[config.mk]
export PLATFORM = sky130hd
export DESIGN_NAME = clkreq_gate
export DESIGN_NICKNAME = d
export VERILOG_FILES = /design/src/rtl/crq_pkg.sv /design/src/rtl/crq_sync.sv /design/src/rtl/crq_decide.sv /design/src/rtl/crq_gate.sv /design/src/rtl/clkreq_gate.sv
export SDC_FILE = /design/constraint.sdc
export NUM_CORES = 1
export LEC_CHECK = 0
export BUFFER_PORTS_ARGS = -buffer_cell sky130_fd_sc_hd__buf_2
export CAP_MARGIN = 40
export CORE_ASPECT_RATIO = 0.9
export CORE_MARGIN = 2
export CORE_UTILIZATION = 50
export CTS_CLUSTER_SIZE = 30
export DETAILED_ROUTE_END_ITERATION = 16
export PLACE_DENSITY = 0.87
export SLEW_MARGIN = 20
export SYNTH_ARGS = -nofsm -noshare
export SYNTH_HDL_FRONTEND = slang
export SYNTH_SLANG_ARGS = --single-unit
[constraint.sdc]
create_clock -name clk -period 1.9 [get_ports clk]
set_clock_uncertainty 0.15 [all_clocks]
set_input_delay 0.095 -clock clk [delete_from_list [all_inputs] [get_ports clk]]
set_output_delay 0.095 -clock clk [all_outputs]
set_load 0.01 [all_outputs]
[src/rtl/crq_pkg.sv]
package crq_pkg;

    typedef enum logic {
        OFF_DRIVEN = 1'b0,
        OFF_FLOAT  = 1'b1
    } off_mode_e;

    typedef struct packed {
        logic en;
        logic map_a;
        logic map_b;
    } src_cfg_t;

    typedef struct packed {
        logic run;
        logic conflict;
    } src_verdict_t;

    // A request pin that is high means the request is withdrawn, so a
    // mapped output stops. A dual mapping always forces the output off.
    function automatic src_verdict_t src_decide(input src_cfg_t c,
                                                input logic a_stop,
                                                input logic b_stop);
        src_verdict_t v;
        v.conflict = c.map_a & c.map_b;
        v.run      = c.en & ~v.conflict
                   & ~(c.map_a & a_stop)
                   & ~(c.map_b & b_stop);
        return v;
    endfunction

    function automatic logic cpu_decide(input logic en,
                                        input logic stoppable,
                                        input logic stop_active);
        return en & ~(stoppable & stop_active);
    endfunction

    function automatic logic float_of(input logic run, input off_mode_e mode);
        return (mode == OFF_FLOAT) & ~run;
    endfunction

endpackage

[src/rtl/crq_sync.sv]
module crq_sync #(
    parameter int W = 8
) (
    input  logic         clk,
    input  logic         rst,
    input  logic [W-1:0] d,
    output logic [W-1:0] q
);
    logic [W-1:0] stage1;

    always_ff @(posedge clk) begin
        if (rst) begin
            stage1 <= '0;
            q      <= '0;
        end else begin
            stage1 <= d;
            q      <= stage1;
        end
    end
endmodule

[src/rtl/crq_decide.sv]
module crq_decide
    import crq_pkg::*;
#(
    parameter int N_SRC = 6,
    parameter int N_CPU = 3,
    parameter int N_GFX = 2
) (
    input  logic [N_SRC-1:0] src_en,
    input  logic [N_SRC-1:0] map_a,
    input  logic [N_SRC-1:0] map_b,
    input  logic [N_CPU-1:0] cpu_en,
    input  logic [N_CPU-1:0] cpu_stoppable,
    input  logic [N_GFX-1:0] gfx_en,
    input  logic             a_stop,
    input  logic             b_stop,
    input  logic             cpu_stop_act,
    output logic [N_SRC-1:0] src_run_d,
    output logic [N_SRC-1:0] src_conflict_d,
    output logic [N_CPU-1:0] cpu_run_d,
    output logic [N_GFX-1:0] gfx_run_d
);
    for (genvar i = 0; i < N_SRC; i++) begin : g_src
        src_cfg_t     cfg;
        src_verdict_t verdict;
        assign cfg.en             = src_en[i];
        assign cfg.map_a          = map_a[i];
        assign cfg.map_b          = map_b[i];
        assign verdict            = src_decide(cfg, a_stop, b_stop);
        assign src_run_d[i]       = verdict.run;
        assign src_conflict_d[i]  = verdict.conflict;
    end

    for (genvar j = 0; j < N_CPU; j++) begin : g_cpu
        assign cpu_run_d[j] = cpu_decide(cpu_en[j], cpu_stoppable[j], cpu_stop_act);
    end

    // Graphics outputs follow their enables only.
    assign gfx_run_d = gfx_en;
endmodule

[src/rtl/crq_gate.sv]
module crq_gate
    import crq_pkg::*;
#(
    parameter int W = 4
) (
    input  logic         clk,
    input  logic         rst,
    input  logic [W-1:0] run_d,
    input  logic         float_off,
    output logic [W-1:0] run_q,
    output logic [W-1:0] float_q
);
    off_mode_e mode;
    assign mode = float_off ? OFF_FLOAT : OFF_DRIVEN;

    // Loaded while the clock is low, so no output is cut mid high phase.
    always_ff @(negedge clk) begin
        if (rst) begin
            run_q   <= '0;
            float_q <= '0;
        end else begin
            run_q <= run_d;
            for (int i = 0; i < W; i++) begin
                float_q[i] <= float_of(run_d[i], mode);
            end
        end
    end

    for (genvar i = 0; i < W; i++) begin : g_chk

        float_needs_stop_chk: assert property (@(posedge clk) disable iff (rst)
            float_q[i] |-> !run_q[i]);
    end
endmodule

[src/rtl/clkreq_gate.sv]
module clkreq_gate
    import crq_pkg::*;
#(
    parameter int N_SRC = 6,
    parameter int N_CPU = 3,
    parameter int N_GFX = 2
) (
    input  logic             clk,
    input  logic             rst,
    input  logic [N_SRC-1:0] src_master_en,
    input  logic [N_SRC-1:0] src_map_a,
    input  logic [N_SRC-1:0] src_map_b,
    input  logic [N_CPU-1:0] cpu_en,
    input  logic [N_CPU-1:0] cpu_stoppable,
    input  logic [N_GFX-1:0] gfx_en,
    input  logic             req_a_n,
    input  logic             req_b_n,
    input  logic             cpu_stop_n,
    input  logic             float_off,
    output logic [N_SRC-1:0] src_run,
    output logic [N_SRC-1:0] src_float,
    output logic [N_SRC-1:0] src_map_conflict,
    output logic [N_CPU-1:0] cpu_run,
    output logic [N_CPU-1:0] cpu_float,
    output logic [N_GFX-1:0] gfx_run,
    output logic [N_GFX-1:0] gfx_float
);
    localparam int EN_LO    = 0;
    localparam int MAPA_LO  = EN_LO + N_SRC;
    localparam int MAPB_LO  = MAPA_LO + N_SRC;
    localparam int CEN_LO   = MAPB_LO + N_SRC;
    localparam int CSTP_LO  = CEN_LO + N_CPU;
    localparam int GFX_LO   = CSTP_LO + N_CPU;
    localparam int PIN_LO   = GFX_LO + N_GFX;
    localparam int BUS_W    = PIN_LO + 4;

    logic [BUS_W-1:0] async_bus, sync_bus;

    assign async_bus = {float_off, cpu_stop_n, req_b_n, req_a_n, gfx_en,
                        cpu_stoppable, cpu_en, src_map_b, src_map_a, src_master_en};

    crq_sync #(.W(BUS_W)) u_sync (
        .clk (clk),
        .rst (rst),
        .d   (async_bus),
        .q   (sync_bus)
    );

    logic [N_SRC-1:0] en_s, map_a_s, map_b_s;
    logic [N_CPU-1:0] cen_s, cstp_s;
    logic [N_GFX-1:0] gfx_s;
    logic             req_a_s, req_b_s, stop_n_s, float_s;

    assign en_s     = sync_bus[EN_LO   +: N_SRC];
    assign map_a_s  = sync_bus[MAPA_LO +: N_SRC];
    assign map_b_s  = sync_bus[MAPB_LO +: N_SRC];
    assign cen_s    = sync_bus[CEN_LO  +: N_CPU];
    assign cstp_s   = sync_bus[CSTP_LO +: N_CPU];
    assign gfx_s    = sync_bus[GFX_LO  +: N_GFX];
    assign req_a_s  = sync_bus[PIN_LO];
    assign req_b_s  = sync_bus[PIN_LO + 1];
    assign stop_n_s = sync_bus[PIN_LO + 2];
    assign float_s  = sync_bus[PIN_LO + 3];

    logic [N_SRC-1:0] src_run_d, src_conflict_d;
    logic [N_CPU-1:0] cpu_run_d;
    logic [N_GFX-1:0] gfx_run_d;

    crq_decide #(.N_SRC(N_SRC), .N_CPU(N_CPU), .N_GFX(N_GFX)) u_decide (
        .src_en         (en_s),
        .map_a          (map_a_s),
        .map_b          (map_b_s),
        .cpu_en         (cen_s),
        .cpu_stoppable  (cstp_s),
        .gfx_en         (gfx_s),
        .a_stop         (req_a_s),
        .b_stop         (req_b_s),
        .cpu_stop_act   (~stop_n_s),
        .src_run_d      (src_run_d),
        .src_conflict_d (src_conflict_d),
        .cpu_run_d      (cpu_run_d),
        .gfx_run_d      (gfx_run_d)
    );

    crq_gate #(.W(N_SRC)) u_gate_src (
        .clk (clk), .rst (rst), .run_d (src_run_d), .float_off (float_s),
        .run_q (src_run), .float_q (src_float)
    );

    crq_gate #(.W(N_CPU)) u_gate_cpu (
        .clk (clk), .rst (rst), .run_d (cpu_run_d), .float_off (float_s),
        .run_q (cpu_run), .float_q (cpu_float)
    );

    crq_gate #(.W(N_GFX)) u_gate_gfx (
        .clk (clk), .rst (rst), .run_d (gfx_run_d), .float_off (float_s),
        .run_q (gfx_run), .float_q (gfx_float)
    );

    always_ff @(negedge clk) begin
        if (rst) src_map_conflict <= '0;
        else     src_map_conflict <= src_conflict_d;
    end

    for (genvar i = 0; i < N_SRC; i++) begin : g_src_chk

        src_master_off_chk: assert property (@(posedge clk) disable iff (rst)
            !en_s[i] |-> !src_run[i]);

        conflict_forces_off_chk: assert property (@(posedge clk) disable iff (rst)
            src_map_conflict[i] |-> !src_run[i]);

        conflict_flag_chk: assert property (@(posedge clk) disable iff (rst)
            (map_a_s[i] && map_b_s[i]) |-> src_map_conflict[i]);
    end

    for (genvar j = 0; j < N_CPU; j++) begin : g_cpu_chk

        cpu_stop_chk: assert property (@(posedge clk) disable iff (rst)
            (cstp_s[j] && !stop_n_s) |-> !cpu_run[j]);

        cpu_en_off_chk: assert property (@(posedge clk) disable iff (rst)
            !cen_s[j] |-> !cpu_run[j]);
    end

    for (genvar k = 0; k < N_GFX; k++) begin : g_gfx_chk

        gfx_follow_chk: assert property (@(posedge clk) disable iff (rst)
            gfx_run[k] == gfx_s[k]);
    end
endmodule

After elaboration in Yosys (flattened, before gate mapping)
Index checks and enable logic that the tools add are counted.
- multiplexer cells: 1
- bitwise gates (word level): 86
- operators by type and width (cell ; count):
    bitwise AND 1 bit ; 53
    inverter 1 bit ; 33
    2-to-1 mux 1 bit ; 1
- register bits after elaboration: 88
- input bits: 32
- output and inout port bits: 28
- logic and storage cells: 96

Logic depth before layout (Yosys ltp)
- depth after elaboration: 7
- gate-level depth with buffers: 4
- depth with buffers taken out: 2

Hierarchy
A second synthesis with hierarchy kept.
- cells, all modules: 217
- area total of the unflattened synthesis: 2600.0 µm²
- by module, submodules not included (module ; instances ; cells each ; area each (µm²) ; sequential area each (µm²)):
    crq_sync ; 1 ; 126 ; 1606.5 ; 1201.2
    crq_gate at u_gate_src ; 1 ; 26 ; 369.1 ; 240.2
    crq_decide ; 1 ; 29 ; 172.7 ; 0.0
    clkreq_gate ; 1 ; 14 ; 165.2 ; 120.1
    crq_gate at u_gate_cpu ; 1 ; 13 ; 165.2 ; 120.1
    crq_gate at u_gate_gfx ; 1 ; 9 ; 121.4 ; 80.1

==> impl_metrics.csv <==
group,metric,value,unit
placed_design,place_congestion,0.780,
synthesis,syn_area_per_cell,12.1,um2
clock_tree,root_buffer,"clkbuf_8",
setup_path,timing.critical_path.to,"src_map_conflict[3]",
global_routing,grt_pass1_vias,1766,
synthesis,synth_fp_nets,251,
placed_design,place_ws,-173,ps
global_routing,grt_pass1_wl,8290,um
placed_design,dp_hpwl,3090,um
clock_tree,clk_latency,350,ps
timing,finalHoldViolCount,0,
setup_path,crit_start,"src_map_conflict[3]$_SDFF_NP0_",
outcome,status,"complete, but fails checks",
timing,worst_pin_slew,431,ps
clock_tree,htreeDepth,3,
drt,wl_per_cell,13.8,um
final_layout,syn_to_final_growth,47.4,%
synthesis,ys.flop_type,"dfxtp_1",
timing,rsz0062_at_grt,"true",
clock_tree,cts.sinks,88,
timing,finalMaxSlewViolations,0,
die,die_y,73.2,um
final_layout,diodes,0,
setup_path,start_kind,"register",
drt,ant_nets,0,
pwr,p_leak,1.99,nW
timing,finalSetupTns,-3300,ps
synthesis,async_reset_ff_share,0,%
timing,max_slew_margin,71.2,%
setup_path,r2r-end,"u_gate_src.float_q[0]$_SDFF_NP0_",
drt,via_per_inst,4.56,
drt,wl,5720,um
global_routing,grt-ovfl-total,0,
job,maxCapViolCount,0,
setup_path,r2r_cells,3,
worst_hold_path,hp-class,"in2reg",
clock_tree,clockBufferDepth,2,
global_routing,gr-usage-all-layers,19.1,%
die,core_region_area,5190,um2
synthesis,syn_area,2660,um2
setup_path,crit_chain,"buf_2",
timing,setup_viol,37,
clock_tree,cts_tree,"built",
clock_tree,cts_made_buffers,9,
clock_tree,cts.clk_slew.worst_paths,80,ps
setup_path,cp_slowest_cell,"dfxtp_1",
synthesis,synth.distinct_cells,20,
outcome,violations,"negative setup slack",
synthesis,synth-seq-area-share,66.3,%
drt,drtIter0Drc,72,
final_layout,layout.nets,375,
final_layout,drive_above_1_share,35.3,%
die,start_util,51.2,%
global_routing,grt_max_degree,35,
synthesis,ys_seq_elements,88,
drt,first_pass_iters,4,
setup_path,end_kind,"primary output",
die,dieArea,5920,um2
pwr,power_density,1050,nW/um2
synthesis,syn-instance-count,219,
setup_path,r2r_setup_slack,-80,ps
synthesis,synth_edf_count,0,
timing,worst_slack,-130,ps
die,ios,60,
global_routing,antenna_found_initial,0,
placed_design,port_buffers,59,
setup_path,slowest_delay,310,ps
setup_path,critical-path-top-delay-family,"flip-flops",
setup_path,cp.arrival,1780,ps
drt,drcViolationCount,0,
setup_path,crit_cells,1,
drt,vias,1892,
synthesis,synth_area_leader_cell,"dfxtp_1",
setup_path,critPathRequiredTime,1650,ps
die,die_w,80.9,um
synthesis,ys_top_cells_by_count,"dfxtp_1 (88), and2b_1 (42), nor2b_1 (22)",
synthesis,synth_top_area_share,66.3,%
synthesis,yosys.cell_count.top_type,"dfxtp_1",
pwr,irDropWorstVdd,763,uV
synthesis,yosys-top-cells-area,"dfxtp_1 (66%), and2b_1 (12%), nor2b_1 (5.2%), o211a_1 (2.3%), and3_1 (2.1%)",
synthesis,yosysWarnings,0,
die,num_rows,25,
setup_path,rr_startpoint,"u_sync.q[26]$_SDFF_PP0_",
setup_path,crit_path_max_fanout,1,
setup_path,timing.setup.critical_path_class,"reg2out",
setup_path,path_buf_inv,1,
==> stage by stage <==
stage	instance area [um2]	power, W	utilization, %	hold WS (ps)	instances
2_1_floorplan	2680	0.00218	-	70.2	219
3_3_place_gp	3010	0.00223	57.9	150	337
3_5_place_dp	3010	0.00224	57.9	153	337
4_1_cts	3750	0.00411	72.3	27.2	412
5_1_grt	3920	0.00431	75.4	53.5	415
6_report	3920	0.00413	75.4	37.4	415
==> repair_timing <==
item                                    4_1_cts  5_1_grt
cloned                                        0        0
resized for setup                            13       35
buffers inserted                              0        3
endpoints found under the hold margin        33        0
hold buffers                                 32        0
endpoints found under the setup margin       40       42
pin swaps                                     1        8
==> worst register-to-register path, cell delays in order, from the launching register on <==
cell and delay, ps:
dfxtp_4 390, buf_12 130, nand2_2 60, a311oi_2 250
==> flip-flops by register name, summed over array words and instances, names as in the netlist <==
signal,flops
u_gate_src.float_q,6
u_gate_gfx.run_q,2
u_sync.stage1,30
src_map_conflict,6
u_gate_cpu.float_q,3
u_sync.q,30
u_gate_gfx.float_q,2
u_gate_cpu.run_q,3
u_gate_src.run_q,6
==> per-layer routing <==
metal | part of all wire, % | vias to the layer above | global-route usage (%)
li1 | - | 952 | -
met1 | 44 | 878 | 24.3
met2 | 51 | 54 | 31.0
met3 | 4.0 | 8 | 6.19
met4 | 1.5 | 0 | 6.21
met5 | 0 | - | 0
==> layout make-up <==
cell class	count	area, um2
multi-input cells	116	902
flip-flops and latches	88	1790
clock inverters	33	213
repair buffers	97	743
fillers	340	1270
well taps	67	83.8
clock buffers	11	174
inverters	3	11.3
==> placed cells by master, fill, tap and decap left out, types with 4 or more instances in the layout <==
master	instances
a221oi_2	4
inv_1	31
buf_6	12
and2b_1	42
dfxtp_2	17
and3_1	9
dfxtp_1	69
dlygate4sd3_1	32
o211a_1	6
clkbuf_8	9
nor2b_1	21
nor2_1	5
buf_2	49
nand2_1	4
a21oi_1	5
==> power by group <==
| part | total (W) | switching, W | internal [W] |
|---|---|---|---|
| clock network | 0.00193 | 0.000816 | 0.00112 |
| registers | 0.00196 | 0.0000434 | 0.00192 |
| logic | 0.000235 | 0.0000863 | 0.000149 |
==> cells by family after synthesis <==
family                 synth area share [%]
buffers and inverters                  3.01
AOI/OAI and AO/OA                      7.11
DFF                                    66.3
and+or+nand+nor                        23.6
==> worst min-delay path by stage <==
stage / startpoint / endpoint / slack (ps) / depth (start not counted)
after floorplan: src_map_a[5] / u_sync.stage1[11]$_SDFF_PP0_ / 70 / 1
after global placement: gfx_en[1] / u_sync.stage1[25]$_SDFF_PP0_ / 150 / 2
after detailed placement: src_map_b[0] / u_sync.stage1[12]$_SDFF_PP0_ / 150 / 2
after CTS: rst / u_sync.q[21]$_SDFF_PP0_ / 30 / 3
after global routing: rst / u_sync.q[21]$_SDFF_PP0_ / 50 / 3
final: rst / u_sync.q[16]$_SDFF_PP0_ / 40 / 3
Note: power is estimated with default switching activity, not from simulation.
